--- src/rtl/prg_map_pkg.sv ---
package prg_map_pkg;

  // Width of the assembled outer base and of the resulting 8 KiB bank number.
  localparam int BASE_W = 12;
  localparam int BANK_W = BASE_W + 1;

  typedef enum logic [1:0] {
    LAY_SLOTS = 2'd0,  // four 8 KiB slots
    LAY_HALF  = 2'd1,  // one 16 KiB region mirrored in both halves
    LAY_WHOLE = 2'd2   // one 32 KiB region
  } layout_e;

  function automatic layout_e layout_of(input logic [2:0] code);
    layout_e lay;
    case (code)
      3'd0, 3'd1, 3'd2: lay = LAY_SLOTS;
      3'd3:             lay = LAY_HALF;
      default:          lay = LAY_WHOLE;
    endcase
    return lay;
  endfunction

endpackage

--- src/rtl/prg_outer_base.sv ---
module prg_outer_base
  import prg_map_pkg::*;
#(
  parameter int REG_W = 8
) (
  input  logic [REG_W-1:0]  ctrl_i,
  input  logic [REG_W-1:0]  lo_i,
  input  logic [REG_W-1:0]  hi_i,
  output logic [BASE_W-1:0] base_o
);

  localparam int LO_W = 7;

  logic unused_cfg_bits;
  assign unused_cfg_bits = ^{ctrl_i, lo_i, hi_i};

  // Gather the scattered base fields into one contiguous value.
  always_comb begin
    base_o             = '0;
    base_o[LO_W-1:0]   = lo_i[LO_W-1:0];
    base_o[7]          = ctrl_i[3];
    base_o[8]          = ctrl_i[7];
    base_o[10:9]       = hi_i[7:6];
    base_o[11]         = hi_i[5];
  end

endmodule

--- src/rtl/prg_slot_map.sv ---
module prg_slot_map
  import prg_map_pkg::*;
#(
  parameter int REG_W     = 8,
  parameter int SLOT_BITS = 2
) (
  input  logic [2:0]           mode_i,
  input  logic [BASE_W-1:0]    base_i,
  input  logic [REG_W-1:0]     inner_a_i,
  input  logic [REG_W-1:0]     inner_b_i,
  input  logic [REG_W-1:0]     inner_c_i,
  input  logic [REG_W-1:0]     inner_d_i,
  input  logic                 swap_i,
  input  logic                 ext_i,
  input  logic [SLOT_BITS-1:0] slot_i,
  output logic [BANK_W-1:0]    bank_o
);

  localparam int SLOTS  = 1 << SLOT_BITS;
  localparam int MASK_W = 6;
  localparam int PAD_W  = BANK_W - REG_W;

  layout_e            lay;
  logic [BANK_W-1:0]  outer_x2;
  logic [BANK_W-1:0]  inner_mask;
  logic [REG_W-1:0]   src [SLOTS];
  logic [BANK_W-1:0]  slot_bank [SLOTS];

  assign lay        = layout_of(mode_i);
  assign outer_x2   = {base_i, 1'b0};
  assign inner_mask = {{(BANK_W-MASK_W){1'b0}}, ({MASK_W{1'b1}} >> mode_i[1:0])};

  // Logical sources before the swap is applied.
  always_comb begin
    src[0] = inner_a_i;
    src[1] = inner_b_i;
    src[2] = ext_i ? inner_c_i : {{(REG_W-1){1'b1}}, 1'b0};
    src[3] = ext_i ? inner_d_i : {REG_W{1'b1}};
  end

  for (genvar s = 0; s < SLOTS; s++) begin : g_slot
    // Even slots swap with their partner two slots away.
    localparam int ALT = ((s % 2) == 0) ? (s ^ 2) : s;
    logic [REG_W-1:0]  pick;
    logic [BANK_W-1:0] wide;
    assign pick = swap_i ? src[ALT] : src[s];
    assign wide = {{PAD_W{1'b0}}, pick};
    assign slot_bank[s] = ext_i ? (wide | outer_x2)
                                : ((wide & inner_mask) | (outer_x2 & ~inner_mask));
  end

  always_comb begin
    case (lay)
      LAY_SLOTS: bank_o = slot_bank[slot_i];
      LAY_HALF:  bank_o = {base_i, slot_i[0]};
      default:   bank_o = {base_i[BASE_W-1:1], slot_i};
    endcase
  end

endmodule

--- src/rtl/prg_xfer_stage.sv ---
module prg_xfer_stage #(
  parameter int W = 26
) (
  input  logic         clk,
  input  logic         rst_n,
  input  logic         in_valid,
  output logic         in_ready,
  input  logic [W-1:0] in_data,
  output logic         out_valid,
  input  logic         out_ready,
  output logic [W-1:0] out_data
);

  assign in_ready = !out_valid || out_ready;

  always_ff @(posedge clk) begin
    if (!rst_n) begin
      out_valid <= 1'b0;
      out_data  <= '0;
    end else if (in_ready) begin
      out_valid <= in_valid;
      if (in_valid) out_data <= in_data;
    end
  end

  AST_STALL_HOLD: assert property (@(posedge clk) disable iff (!rst_n)
    out_valid && !out_ready |=> out_valid && $stable(out_data));

  AST_TAKEN_SHOWS: assert property (@(posedge clk) disable iff (!rst_n)
    in_valid && in_ready |=> out_valid);

  AST_EMPTY_STAYS: assert property (@(posedge clk) disable iff (!rst_n)
    !in_valid && in_ready |=> !out_valid);

endmodule

--- src/rtl/prg_bank_mapper.sv ---
module prg_bank_mapper
  import prg_map_pkg::*;
#(
  parameter int REG_W = 8,
  parameter int OFS_W = 13
) (
  input  logic              clk,
  input  logic              rst_n,
  input  logic [REG_W-1:0]  cfg_ctrl,
  input  logic [REG_W-1:0]  cfg_outer_lo,
  input  logic [REG_W-1:0]  cfg_outer_hi,
  input  logic [REG_W-1:0]  inner_a,
  input  logic [REG_W-1:0]  inner_b,
  input  logic [REG_W-1:0]  inner_c,
  input  logic [REG_W-1:0]  inner_d,
  input  logic              swap_en,
  input  logic              ext_en,
  input  logic              in_valid,
  output logic              in_ready,
  input  logic [OFS_W+1:0]  in_addr,
  output logic              out_valid,
  input  logic              out_ready,
  output logic [BANK_W-1:0] out_bank,
  output logic [OFS_W-1:0]  out_offset
);

  localparam int SLOT_BITS = 2;
  localparam int WIN_W     = OFS_W + SLOT_BITS;
  localparam int PKT_W     = BANK_W + OFS_W;

  logic [BASE_W-1:0] outer;
  logic [BANK_W-1:0] bank_c;
  logic [PKT_W-1:0]  pkt_out;
  logic              taken;

  prg_outer_base #(.REG_W(REG_W)) u_base (
    .ctrl_i (cfg_ctrl),
    .lo_i   (cfg_outer_lo),
    .hi_i   (cfg_outer_hi),
    .base_o (outer)
  );

  prg_slot_map #(.REG_W(REG_W), .SLOT_BITS(SLOT_BITS)) u_map (
    .mode_i    (cfg_ctrl[2:0]),
    .base_i    (outer),
    .inner_a_i (inner_a),
    .inner_b_i (inner_b),
    .inner_c_i (inner_c),
    .inner_d_i (inner_d),
    .swap_i    (swap_en),
    .ext_i     (ext_en),
    .slot_i    (in_addr[WIN_W-1:OFS_W]),
    .bank_o    (bank_c)
  );

  prg_xfer_stage #(.W(PKT_W)) u_stage (
    .clk       (clk),
    .rst_n     (rst_n),
    .in_valid  (in_valid),
    .in_ready  (in_ready),
    .in_data   ({bank_c, in_addr[OFS_W-1:0]}),
    .out_valid (out_valid),
    .out_ready (out_ready),
    .out_data  (pkt_out)
  );

  assign out_bank   = pkt_out[PKT_W-1:OFS_W];
  assign out_offset = pkt_out[OFS_W-1:0];
  assign taken      = in_valid && in_ready;

  AST_WHOLE_SLOT: assert property (@(posedge clk) disable iff (!rst_n)
    taken && cfg_ctrl[2] |=> out_bank[1:0] == $past(in_addr[WIN_W-1:OFS_W]));

  AST_HALF_SELECT: assert property (@(posedge clk) disable iff (!rst_n)
    taken && cfg_ctrl[2:0] == 3'd3 |=> out_bank[0] == $past(in_addr[OFS_W]));

  AST_BASE_FIELDS: assert property (@(posedge clk) disable iff (!rst_n)
    taken && cfg_ctrl[2:0] == 3'd3 |=> out_bank[BANK_W-1:1] ==
      $past({cfg_outer_hi[5], cfg_outer_hi[7:6], cfg_ctrl[7], cfg_ctrl[3], cfg_outer_lo[6:0]}));

  AST_FIXED_LAST: assert property (@(posedge clk) disable iff (!rst_n)
    taken && !cfg_ctrl[2] && cfg_ctrl[1:0] != 2'd3 && !ext_en &&
    in_addr[WIN_W-1:OFS_W] == 2'b11 |=> out_bank[3:0] == 4'hF);

  AST_OFFSET_PASS: assert property (@(posedge clk) disable iff (!rst_n)
    taken |=> out_offset == $past(in_addr[OFS_W-1:0]));

endmodule

--- config.mk ---
export PLATFORM = sky130hd
export DESIGN_NAME = prg_bank_mapper
export DESIGN_NICKNAME = d
export VERILOG_FILES = /design/src/rtl/prg_map_pkg.sv /design/src/rtl/prg_outer_base.sv /design/src/rtl/prg_slot_map.sv /design/src/rtl/prg_xfer_stage.sv /design/src/rtl/prg_bank_mapper.sv
export SDC_FILE = /design/constraint.sdc
export NUM_CORES = 1
export LEC_CHECK = 0
export ABC_AREA = 1
export BUFFER_PORTS_ARGS = -buffer_cell sky130_fd_sc_hd__buf_2
export CORE_MARGIN = 1.5
export CORE_UTILIZATION = 45
export CTS_CLUSTER_SIZE = 40
export DETAILED_ROUTE_END_ITERATION = 10
export GPL_ROUTABILITY_DRIVEN = 1
export PLACE_DENSITY = 0.84
export SYNTH_ARGS = -nofsm -noshare
export SYNTH_HDL_FRONTEND = slang
export SYNTH_HIERARCHICAL = 1
export SYNTH_SLANG_ARGS = --single-unit
--- constraint.sdc ---
create_clock -name clk -period 2.4 [get_ports clk]
set_input_delay 0.48 -clock clk [delete_from_list [all_inputs] [get_ports clk]]
set_output_delay 0.48 -clock clk [all_outputs]
set_load 0.03 [all_outputs]
==> results of run 1 <==
==> flip-flops by register name, summed over array words and instances (netlist names) <==
name	flops
u_stage/out_valid	1
u_stage/out_data	26
==> through the flow <==
step | instance area [µm²] | setup WS [ns] | utilization [%] | hold slack [ns]
6_report | 2330 | 0.820 | 53.6 | 0.484
5_1_grt | 2330 | 0.750 | 53.6 | 0.510
4_1_cts | 2330 | 0.811 | 53.6 | 0.488
3_5_place_dp | 2290 | 0.670 | 52.5 | 0.465
3_3_place_gp | 2290 | 0.704 | 52.5 | 0.456
2_1_floorplan | 2040 | 1.07 | - | 0.624
==> area by class of cell <==
type / count / share of cell area (%)
multi-input combinational: 223 / 43.6
clock inverter: 1 / 0.214
sequential: 27 / 23.2
inverter: 46 / 7.40
timing repair buffer: 97 / 21.0
clock buffer: 3 / 1.77
tap: 52 / 2.79
==> cell usage after synthesis, types with 2 or more instances <==
library cell / number / area, µm²
sky130_fd_sc_hd__dfxtp_1: 27 / 541
sky130_fd_sc_hd__nor2_1: 40 / 150
sky130_fd_sc_hd__buf_2: 3 / 15.0
sky130_fd_sc_hd__nand2_4: 3 / 33.8
sky130_fd_sc_hd__buf_4: 22 / 165
sky130_fd_sc_hd__nand2_2: 2 / 12.5
sky130_fd_sc_hd__buf_6: 11 / 124
sky130_fd_sc_hd__o21ai_0: 8 / 40.0
sky130_fd_sc_hd__nand3b_1: 2 / 15.0
sky130_fd_sc_hd__nand3_1: 46 / 230
sky130_fd_sc_hd__inv_2: 6 / 22.5
sky130_fd_sc_hd__nand2_1: 77 / 289
sky130_fd_sc_hd__a21oi_1: 33 / 165
sky130_fd_sc_hd__inv_1: 40 / 150
==> worst paths after layout <==
kind | depth (start not counted) | to | start | slack (ns)
setup / recovery | 2 | in_ready | u_stage/out_valid | 0.82
hold / removal | 2 | u_stage/out_data[8] | u_stage/out_data[8] | 0.48
setup reg to reg | 5 | u_stage/out_data[0] | u_stage/out_valid | 1.15
hold reg to reg | 2 | u_stage/out_data[8] | u_stage/out_data[8] | 0.48
==> power by group <==
part	internal [µW]	switching, µW
sequential	484	16.8
clock	116	132
combinational	137	242
total	737	391
==> cell families after synthesis <==
group	Yosys count	share of synthesized area [%]
and+or+nand+nor	177	38.2
DFF	27	26.6
AOI/OAI and AO/OA	46	11.9
buffers and inverters	82	23.4
==> metal layers <==
layer	GRT usage, %	wire (µm)	part of all wire, %
met3	2.31	277	5.9
met1	24.9	2160	46
met5	0	0	0
met2	31.2	2220	47
met4	4.49	15	0.32
==> critical path: cells and delay by family, from the launching register on <==
kind	cells	cell delay (ns)
DFF	1	0.34
and+or+nand+nor	1	0.24
buffers and inverters	1	0.26
==> qor.json, run 1 <==
{
  "worst_case_vdd_ir_drop": {"value": 0.218, "unit": "mV"},
  "syn-instance-count": {"value": 332},
  "end_kind": {"value": "output pin"},
  "final_net_count": {"value": 475},
  "rsz0062_at_grt": {"value": "no"},
  "hold_class": {"value": "reg2reg"},
  "layout.cells.most_common_list": {"value": "95 x sky130_fd_sc_hd__buf_2, 77 x sky130_fd_sc_hd__nand2_1, 46 x sky130_fd_sc_hd__nand3_1, 40 x sky130_fd_sc_hd__inv_1, 40 x sky130_fd_sc_hd__nor2_1"},
  "count_of_placed_standard_cells_including_taps": {"value": 445},
  "yosys_most_used_dff": {"value": "sky130_fd_sc_hd__dfxtp_1"},
  "worst_setup_path_start_kind": {"value": "flop"},
  "detail_route.vias_per_cell": {"value": 4.80},
  "antenna-diode-count": {"value": 0},
  "final_common_cell": {"value": "sky130_fd_sc_hd__buf_2"},
  "initial_utilization": {"value": 46.8, "unit": "%"},
  "worst_slew_pin_slew": {"value": 0.491, "unit": "ns"},
  "die_height": {"value": 70.3, "unit": "µm"},
  "yosysWarnings": {"value": 6},
  "syn_area": {"value": 2040, "unit": "µm²"},
  "cts-root-buf": {"value": "sky130_fd_sc_hd__clkbuf_8"},
  "synthToLayoutAreaGrowth": {"value": 14.6, "unit": "%"},
  "gr-total-overflow": {"value": 0},
  "timing.fmax": {"value": 633, "unit": "MHz"},
  "timing_worst_setup_path_type": {"value": "reg2out"},
  "dr.first_iter.drc_count": {"value": 140},
  "skew": {"value": 0.00832, "unit": "ns"},
  "synth-seq-cells": {"value": 27},
  "post_route_cells_drive_above_1_share": {"value": 29.0, "unit": "%"},
  "grt.total_usage": {"value": 18.5, "unit": "%"},
  "portion_of_the_clock_cycle_consumed_by_the_worst_path_in_the_final_layout": {"value": 65.8, "unit": "%"},
  "synth_cell_types": {"value": 26},
  "clk_path_buf_depth": {"value": 2},
  "grt_start_max_net_pins": {"value": 54},
  "average_cell_area_after_synthesis": {"value": 6.13, "unit": "µm²"},
  "status": {"value": "completed"},
  "final-instance-count-excl-fill": {"value": 449},
  "clock_network_latency_to_the_later_pin_of_the_worst_skew_pair": {"value": 0.27, "unit": "ns"},
  "vias_in_the_first_global_route": {"value": 1823},
  "design.die.area": {"value": 4940, "unit": "µm²"},
  "area.sequential": {"value": 541, "unit": "µm²"},
  "timing.max_slew.rel_slack": {"value": 67.2, "unit": "%"},
  "io_buffer_count": {"value": 95},
  "async_reset_ff_share": {"value": 0, "unit": "%"},
  "critical_path.cell_chain": {"value": "nand2_4, buf_2"},
  "htreeDepth": {"value": 1},
  "critPathRequiredTime": {"value": 1.92, "unit": "ns"},
  "drt_drc_violations_left": {"value": 0},
  "post_cts_repair_timing_setup_buffer_count": {"value": 0},
  "synth.net_count": {"value": 409},
  "vias": {"value": 2156},
  "clkTransAtPathRegs": {"value": 0.09, "unit": "ns"},
  "synth_seq_area_share": {"value": 26.6, "unit": "%"},
  "post_cts_resized": {"value": 0},
  "finalWirelength": {"value": 4.68, "unit": "mm"},
  "p_total": {"value": 1130, "unit": "µW"},
  "ioPinCount": {"value": 105},
  "finalSetupTns": {"value": 0, "unit": "ns"},
  "critical_path.max_stage_delay": {"value": 0.34, "unit": "ns"},
  "routedWlPerCell": {"value": 10.4, "unit": "µm"},
  "slew_violations": {"value": 0},
  "first_pass_iters": {"value": 5},
  "grt_antenna_before_repair": {"value": 0},
  "setup_viols_final": {"value": 0},
  "cp_max_fo": {"value": 27},
  "place_congestion": {"value": 0.873},
  "synth-edff-count": {"value": 0},
  "maxCapViolations": {"value": 0},
  "route.antenna.remaining_nets": {"value": 0},
  "die_width": {"value": 70.3, "unit": "µm"},
  "powerDensity": {"value": 484, "unit": "nW/µm²"},
  "std_cell_rows": {"value": 24},
  "number_of_buffers_added_to_fix_hold_violations_after_cts": {"value": 0},
  "worst_ep_arrival_time": {"value": 1.10, "unit": "ns"},
  "fill_cells": {"value": 438},
  "multi_input_gate_area_in_the_final_layout": {"value": 1020, "unit": "µm²"},
  "first_pass_grt_wire_length": {"value": 7.77, "unit": "mm"},
  "finalWorstPathRequiredPeriod": {"value": 1.58, "unit": "ns"},
  "cts_buffers": {"value": 3},
  "hpwl": {"value": 3.48, "unit": "mm"},
  "static-leakage-power": {"value": 0.00138, "unit": "µW"},
  "tritoncts_clock_tree": {"value": "yes"},
  "core_region_area": {"value": 4350, "unit": "µm²"},
  "final-hold-violation-count": {"value": 0},
  "cpMaxStageDelayCell": {"value": "sky130_fd_sc_hd__dfxtp_1"},
  "clock-sinks": {"value": 27}
}
Power figures use the tool's default switching activity.
==> inputs of run 2 (changes only) <==
==> constraint.sdc (replaced) <==
create_clock -name clk -period 1.5 [get_ports clk]
set_input_delay 0.3 -clock clk [delete_from_list [all_inputs] [get_ports clk]]
set_output_delay 0.3 -clock clk [all_outputs]
set_load 0.03 [all_outputs]
==> run 2 against run 1 <==
  * Setup slack worse by 0.73 ns
  * Final area up 2.0%
  * Die area unchanged
  * Core utilization up 1.1 points
  * Non-clock buffer count grew 3
  * Highest routed layer unchanged
  * Clock skew is 0.0035 ns lower
  * Critical path type unchanged
  * Clock-buffer cell count up 1
  * Sequential share of layout area is 0.45 points lower
  * Clock power grew 62%
  * First-iteration DRC count grew 11%
  * Worst hold slack got worse by 0.15 ns
  * Total power up 61%
==> qor.json, run 2 (synthesized netlist as in run 1, its figures left out) <==
{
  "skew": {"value": 0.00487, "unit": "ns"},
  "biggest_regs": {"value": "u_stage/out_data: 26 flops, u_stage/out_valid: 1 flops"},
  "portion_of_the_clock_cycle_consumed_by_the_worst_path_in_the_final_layout": {"value": 93.8, "unit": "%"},
  "vias": {"value": 2158},
  "initial_utilization": {"value": 46.8, "unit": "%"},
  "hpwl": {"value": 3.46, "unit": "mm"},
  "clock_network_latency_to_the_later_pin_of_the_worst_skew_pair": {"value": 0.27, "unit": "ns"},
  "routedWlPerCell": {"value": 10.2, "unit": "µm"},
  "end_kind": {"value": "output pin"},
  "gr-total-overflow": {"value": 0},
  "preCtsSetupSlack": {"value": 0.0494, "unit": "ns"},
  "synthToLayoutAreaGrowth": {"value": 16.9, "unit": "%"},
  "static-leakage-power": {"value": 0.00140, "unit": "µW"},
  "drt_drc_violations_left": {"value": 0},
  "finalSetupTns": {"value": 0, "unit": "ns"},
  "finalCoreUtilization": {"value": 54.7, "unit": "%"},
  "cts-root-buf": {"value": "sky130_fd_sc_hd__clkbuf_8"},
  "clkTransAtPathRegs": {"value": 0.09, "unit": "ns"},
  "post_cts_repair_timing_setup_buffer_count": {"value": 0},
  "largest_register_ff_count": {"value": 26},
  "status": {"value": "completed"},
  "cp_max_fo": {"value": 27},
  "first_pass_iters": {"value": 5},
  "clk_path_buf_depth": {"value": 2},
  "layout.cells.most_common_list": {"value": "95 x sky130_fd_sc_hd__buf_2, 77 x sky130_fd_sc_hd__nand2_1, 46 x sky130_fd_sc_hd__nand3_1, 40 x sky130_fd_sc_hd__inv_1, 40 x sky130_fd_sc_hd__nor2_1"},
  "dr.first_iter.drc_count": {"value": 156},
  "cts_buffers": {"value": 3},
  "die_width": {"value": 70.3, "unit": "µm"},
  "register_with_the_most_flip_flops": {"value": "u_stage/out_data"},
  "die_height": {"value": 70.3, "unit": "µm"},
  "power.switching_fraction": {"value": 34.3, "unit": "%"},
  "io_buffer_count": {"value": 95},
  "vias_in_the_first_global_route": {"value": 1856},
  "timing_worst_setup_path_type": {"value": "reg2out"},
  "grt_antenna_before_repair": {"value": 0},
  "critical_path.max_stage_delay": {"value": 0.34, "unit": "ns"},
  "maxCapViolations": {"value": 0},
  "clock-sinks": {"value": 27},
  "hold_class": {"value": "in2reg"},
  "finalWirelength": {"value": 4.59, "unit": "mm"},
  "final-hold-violation-count": {"value": 0},
  "htreeDepth": {"value": 1},
  "first_pass_grt_wire_length": {"value": 7.76, "unit": "mm"},
  "fill_cells": {"value": 444},
  "place_congestion": {"value": 0.887},
  "finalWorstPathRequiredPeriod": {"value": 1.41, "unit": "ns"},
  "net-switching-power": {"value": 625, "unit": "µW"},
  "design.die.area": {"value": 4940, "unit": "µm²"},
  "worst_ep_arrival_time": {"value": 1.11, "unit": "ns"},
  "final_common_cell": {"value": "sky130_fd_sc_hd__buf_2"},
  "route.antenna.remaining_nets": {"value": 0},
  "p_clk_share": {"value": 22.0, "unit": "%"},
  "p_seq_share": {"value": 43.9, "unit": "%"},
  "critical_path.cell_chain": {"value": "nand2_4, buf_2"},
  "post_cts_resized": {"value": 0},
  "post_route_cells_drive_above_1_share": {"value": 29.3, "unit": "%"},
  "powerDensity": {"value": 765, "unit": "nW/µm²"},
  "grt.total_usage": {"value": 18.6, "unit": "%"},
  "cpMaxStageDelayCell": {"value": "sky130_fd_sc_hd__dfxtp_1"},
  "rsz0062_at_grt": {"value": "no"},
  "postLayoutSetupSlackWorst": {"value": 0.0929, "unit": "ns"},
  "combPwrFrac": {"value": 34.0, "unit": "%"},
  "grt_start_max_net_pins": {"value": 50},
  "critPathRequiredTime": {"value": 1.20, "unit": "ns"},
  "tritoncts_clock_tree": {"value": "yes"},
  "timing.fmax": {"value": 711, "unit": "MHz"},
  "internal_power": {"value": 1200, "unit": "µW"},
  "ioPinCount": {"value": 105},
  "final_net_count": {"value": 478},
  "worst_setup_path_start_kind": {"value": "flop"},
  "slew_violations": {"value": 0},
  "std_cell_rows": {"value": 24},
  "antenna-diode-count": {"value": 0},
  "worst_slew_pin_slew": {"value": 0.457, "unit": "ns"},
  "timing.max_slew.rel_slack": {"value": 69.6, "unit": "%"},
  "worst_case_vdd_ir_drop": {"value": 0.349, "unit": "mV"},
  "core_region_area": {"value": 4350, "unit": "µm²"},
  "number_of_buffers_added_to_fix_hold_violations_after_cts": {"value": 0},
  "setup_viols_final": {"value": 0},
  "detail_route.vias_per_cell": {"value": 4.77}
}
==> run 2: changes by cell type in the layout (fill, tap and decap cells not counted) <==
cell,change
sky130_fd_sc_hd__buf_12,+2
sky130_fd_sc_hd__clkbuf_1,+1
sky130_fd_sc_hd__buf_4,+1
sky130_fd_sc_hd__clkinv_2,-1
==> run 2: cell type report <==
cell class | instances | area (µm²) | area share, %
Sequential cell | 27 | 541 | 22.7
Multi-Input combinational cell | 223 | 1020 | 42.8
Timing Repair Buffer | 100 | 538 | 22.6
Clock buffer | 4 | 45.0 | 1.89
Inverter | 46 | 173 | 7.26
Tap cell | 52 | 65.1 | 2.73
==> run 2: path summary, 6_finish.rpt <==
path | start | depth (start not counted) | slack, ns | end
max | u_stage/out_valid | 2 | 0.09 | in_ready
min | in_addr[3] | 5 | 0.34 | u_stage/out_data[3]
max reg2reg | u_stage/out_valid | 4 | 0.39 | u_stage/out_data[4]
min reg2reg | u_stage/out_data[8] | 2 | 0.48 | u_stage/out_data[8]
==> run 2: stage by stage <==
stage / std cells / instance area, µm² / total power, µW / hold slack (ns)
final: 452 / 2380 / 1820 / 0.335
after global routing: 452 / 2380 / 1950 / 0.343
after CTS: 452 / 2380 / 1840 / 0.332
after detailed placement: 448 / 2330 / 1440 / 0.464
after global placement: 448 / 2330 / 1430 / 0.455
after floorplan: 332 / 2040 / 1290 / 0.519
==> run 2: per-layer routing <==
metal	vias up	GRT usage, %	share of wire, %	wire [µm]
met3	10	2.31	6.8	314
met4	0	7.48	1.6	75
met1	904	26.0	47	2150
li1	1159	-	-	-
met2	85	28.8	45	2050
met5	-	0	0	0
==> run 2: power by group through the flow <==
stage | sequential, µW | combinational, µW | clock (µW)
2_1_floorplan | 932 | 355 | 0
3_3_place_gp | 815 | 610 | 0
3_5_place_dp | 817 | 619 | 0
4_1_cts | 801 | 621 | 416
5_1_grt | 808 | 688 | 450
6_report | 800 | 620 | 401
==> run 2: worst max-delay path: cells and delay by family, from the launching register on <==
kind | cells | cell delay [ns]
AND/OR/NAND/NOR | 1 | 0.24
buffers and inverters | 1 | 0.26
flip-flops | 1 | 0.34
==> inputs of run 3 (changes only) <==
--- a/config.mk
+++ b/config.mk
@@ -5,10 +5,10 @@
 export SDC_FILE = /design/constraint.sdc
 export NUM_CORES = 1
 export LEC_CHECK = 0
-export ABC_AREA = 1
+export ABC_AREA = 0
 export BUFFER_PORTS_ARGS = -buffer_cell sky130_fd_sc_hd__buf_2
 export CORE_MARGIN = 1.5
-export CORE_UTILIZATION = 45
+export CORE_UTILIZATION = 44
 export CTS_CLUSTER_SIZE = 40
 export DETAILED_ROUTE_END_ITERATION = 10
 export GPL_ROUTABILITY_DRIVEN = 1
==> run 3 against run 2 <==
  * Sequential cell count unchanged
  * Die area decreased by 6.1%
  * Setup slack got worse by 0.031 ns
  * Final cell count decreased by 17%
  * Largest cell class unchanged
==> qor.json, run 3 <==
{
  "final_common_cell": {"value": "sky130_fd_sc_hd__buf_2"},
  "design.die.area": {"value": 4630, "unit": "µm²"},
  "timing_worst_setup_path_type": {"value": "in2reg"},
  "grt.total_usage": {"value": 17.9, "unit": "%"},
  "clk_path_buf_depth": {"value": 2},
  "ioPinCount": {"value": 105},
  "worst_slew_pin_slew": {"value": 0.285, "unit": "ns"},
  "grt_antenna_before_repair": {"value": 0},
  "timing.rr.start": {"value": "u_stage/out_valid"},
  "htreeDepth": {"value": 1},
  "preCtsSetupSlack": {"value": -0.204, "unit": "ns"},
  "antenna-diode-count": {"value": 0},
  "die_height": {"value": 68.1, "unit": "µm"},
  "yosys_top_cell_area_share": {"value": 29.0, "unit": "%"},
  "timing.max_slew.rel_slack": {"value": 80.9, "unit": "%"},
  "multi_input_gate_area_in_the_final_layout": {"value": 1050, "unit": "µm²"},
  "synth-edff-count": {"value": 0},
  "internal_power": {"value": 1220, "unit": "µW"},
  "yosys_most_used_dff": {"value": "sky130_fd_sc_hd__dfxtp_1"},
  "drt_drc_violations_left": {"value": 0},
  "cp_max_fo": {"value": 16},
  "critPathRequiredTime": {"value": 1.70, "unit": "ns"},
  "synth-seq-cells": {"value": 27},
  "synth_seq_area_share": {"value": 29.0, "unit": "%"},
  "yosys.area.top_type": {"value": "sky130_fd_sc_hd__dfxtp_1"},
  "count_of_placed_standard_cells_including_taps": {"value": 369},
  "die_width": {"value": 68.1, "unit": "µm"},
  "final-instance-count-excl-fill": {"value": 373},
  "post_cts_repair_timing_setup_buffer_count": {"value": 0},
  "layout.cells.most_common_list": {"value": "95 x sky130_fd_sc_hd__buf_2, 68 x sky130_fd_sc_hd__nand2_1, 29 x sky130_fd_sc_hd__mux2i_1, 27 x sky130_fd_sc_hd__dfxtp_1, 19 x sky130_fd_sc_hd__buf_4"},
  "std_cell_rows": {"value": 23},
  "first_pass_iters": {"value": 4},
  "syn-instance-count": {"value": 237},
  "rsz0062_at_grt": {"value": "no"},
  "powerDensity": {"value": 751, "unit": "nW/µm²"},
  "initial_utilization": {"value": 46.2, "unit": "%"},
  "syn_area": {"value": 1860, "unit": "µm²"},
  "worst_ep_arrival_time": {"value": 1.63, "unit": "ns"},
  "regToRegSetupSlack": {"value": 0.45, "unit": "ns"},
  "biggest_regs": {"value": "u_stage/out_data: 26 flops, u_stage/out_valid: 1 flops"},
  "end_kind": {"value": "flop"},
  "area.sequential": {"value": 541, "unit": "µm²"},
  "synthToLayoutAreaGrowth": {"value": 27.6, "unit": "%"},
  "maxCapViolations": {"value": 0},
  "portion_of_the_clock_cycle_consumed_by_the_worst_path_in_the_final_layout": {"value": 95.9, "unit": "%"},
  "p_clk_share": {"value": 22.3, "unit": "%"},
  "clock-sinks": {"value": 27},
  "io_buffer_count": {"value": 95},
  "cts_buffers": {"value": 3},
  "power.switching_fraction": {"value": 31.9, "unit": "%"},
  "routedWlPerCell": {"value": 11.9, "unit": "µm"},
  "skew": {"value": 0.00192, "unit": "ns"},
  "synthTopCellsByArea": {"value": "sky130_fd_sc_hd__dfxtp_1 29%, sky130_fd_sc_hd__mux2i_1 16%, sky130_fd_sc_hd__nand2_1 14%"},
  "synth_most_common_cell": {"value": "sky130_fd_sc_hd__nand2_1"},
  "slew_violations": {"value": 0},
  "p_seq_share": {"value": 44.3, "unit": "%"},
  "clkTransAtPathRegs": {"value": 0.09, "unit": "ns"},
  "worst_case_vdd_ir_drop": {"value": 0.588, "unit": "mV"},
  "timing.fmax": {"value": 695, "unit": "MHz"},
  "place_congestion": {"value": 0.895},
  "setup_viols_final": {"value": 0},
  "finalWorstPathRequiredPeriod": {"value": 1.44, "unit": "ns"},
  "largest_register_ff_count": {"value": 26},
  "average_cell_area_after_synthesis": {"value": 7.86, "unit": "µm²"},
  "setup.worst_path.start": {"value": "in_addr[14]"},
  "hpwl": {"value": 3.37, "unit": "mm"},
  "last_element_of_the_critical_path": {"value": "u_stage/out_data[17]"},
  "vias_in_the_first_global_route": {"value": 1610},
  "synth_cell_types": {"value": 43},
  "hold_class": {"value": "in2reg"},
  "static-leakage-power": {"value": 0.00123, "unit": "µW"},
  "dr.first_iter.drc_count": {"value": 87},
  "r2r_end": {"value": "u_stage/out_data[17]"},
  "clock_network_latency_to_the_later_pin_of_the_worst_skew_pair": {"value": 0.26, "unit": "ns"},
  "cts-root-buf": {"value": "sky130_fd_sc_hd__clkbuf_8"},
  "core_region_area": {"value": 4030, "unit": "µm²"},
  "fill_cells": {"value": 380},
  "worst_setup_path_start_kind": {"value": "primary input"},
  "post_cts_resized": {"value": 0},
  "register_with_the_most_flip_flops": {"value": "u_stage/out_data"},
  "net-switching-power": {"value": 570, "unit": "µW"},
  "async_reset_ff_share": {"value": 0, "unit": "%"},
  "first_pass_grt_wire_length": {"value": 6.59, "unit": "mm"},
  "combPwrFrac": {"value": 33.3, "unit": "%"},
  "finalWirelength": {"value": 4.43, "unit": "mm"},
  "tritoncts_clock_tree": {"value": "yes"},
  "final_net_count": {"value": 401},
  "postLayoutSetupSlackWorst": {"value": 0.0615, "unit": "ns"},
  "vias": {"value": 1852},
  "yosysWarnings": {"value": 6},
  "worstRegToRegCells": {"value": 4},
  "grt_start_max_net_pins": {"value": 54},
  "status": {"value": "completed"},
  "route.antenna.remaining_nets": {"value": 0},
  "post_route_cells_drive_above_1_share": {"value": 38.7, "unit": "%"},
  "final-hold-violation-count": {"value": 0},
  "gr-total-overflow": {"value": 0},
  "synth.net_count": {"value": 314},
  "detail_route.vias_per_cell": {"value": 4.97},
  "number_of_buffers_added_to_fix_hold_violations_after_cts": {"value": 0},
  "synthTopCellsByCount": {"value": "68 x sky130_fd_sc_hd__nand2_1, 29 x sky130_fd_sc_hd__mux2i_1, 27 x sky130_fd_sc_hd__dfxtp_1"}
}
==> run 3: cell types whose count changed after synthesis, sizes merged, moves of 4 or more <==
cell    change
clkbuf      +5
nor2       -34
nor2b       +8
and2        +4
a21oi      -31
nand2      -14
inv        -42
nand3      -41
mux2i      +29
buf         -7
==> run 3: critical path: stages <==
cell                        delay, ns
sky130_fd_sc_hd__buf_2           0.19
sky130_fd_sc_hd__and3b_1         0.20
sky130_fd_sc_hd__o32a_1          0.33
sky130_fd_sc_hd__o2111ai_1       0.22
sky130_fd_sc_hd__a32o_2          0.20
sky130_fd_sc_hd__nand2_1         0.05
sky130_fd_sc_hd__mux2i_1         0.14
==> run 3: how the worst min path moves through the flow <==
stage,startpoint,endpoint,cells after the start
floorplan,in_valid,u_stage/out_valid,2
global placement,u_stage/out_data[10],u_stage/out_data[10],2
detailed placement,u_stage/out_data[3],u_stage/out_data[3],2
CTS,in_addr[6],u_stage/out_data[6],3
global route,in_addr[2],u_stage/out_data[2],3
finish,cfg_outer_hi[6],u_stage/out_data[23],3
==> run 3: metrics by stage <==
step / cell area, µm² / util [%] / TNS [ns] / hold slack [ns] / total power, µW
final: 2380 / 59.0 / 0 / 0.269 / 1790
after global routing: 2380 / 59.0 / 0 / 0.255 / 1890
after CTS: 2370 / 58.8 / 0 / 0.261 / 1810
after detailed placement: 2320 / 57.7 / -1.11 / 0.444 / 1400
after global placement: 2320 / 57.7 / -0.656 / 0.439 / 1390
after floorplan: 1860 / - / 0 / 0.439 / 1220
==> run 3: kinds of logic after synthesis <==
group / share of synthesized area, %
simple gates: 26.3
buf+inv: 14.8
compound gates: 13.4
mux: 15.6
flops: 29.0
xor+xnor: 0.940
==> run 3: power by group through the flow <==
stage,sequential (µW),clock [µW],combinational (µW)
after floorplan,912,0,304
after CTS,793,424,593
after global routing,799,448,643
final,792,399,595
after detailed placement,808,0,591
after global placement,808,0,579
==> run 3: layout make-up <==
class	instances	area share [%]
sequential	27	22.7
inverter	4	0.632
multi-input combinational	172	44.4
timing repair buffer	116	27.7
clock buffer	3	1.74
clock inverter	1	0.211
tap	50	2.63
==> run 3: metal layers <==
| metal | part of all wire, % | GRT usage (%) | up-vias |
|---|---|---|---|
| li1 | - | - | 963 |
| met1 | 44 | 21.6 | 813 |
| met2 | 47 | 31.9 | 72 |
| met3 | 7.9 | 3.62 | 4 |
| met4 | 0.65 | 5.25 | 0 |
| met5 | 0 | 0 | - |
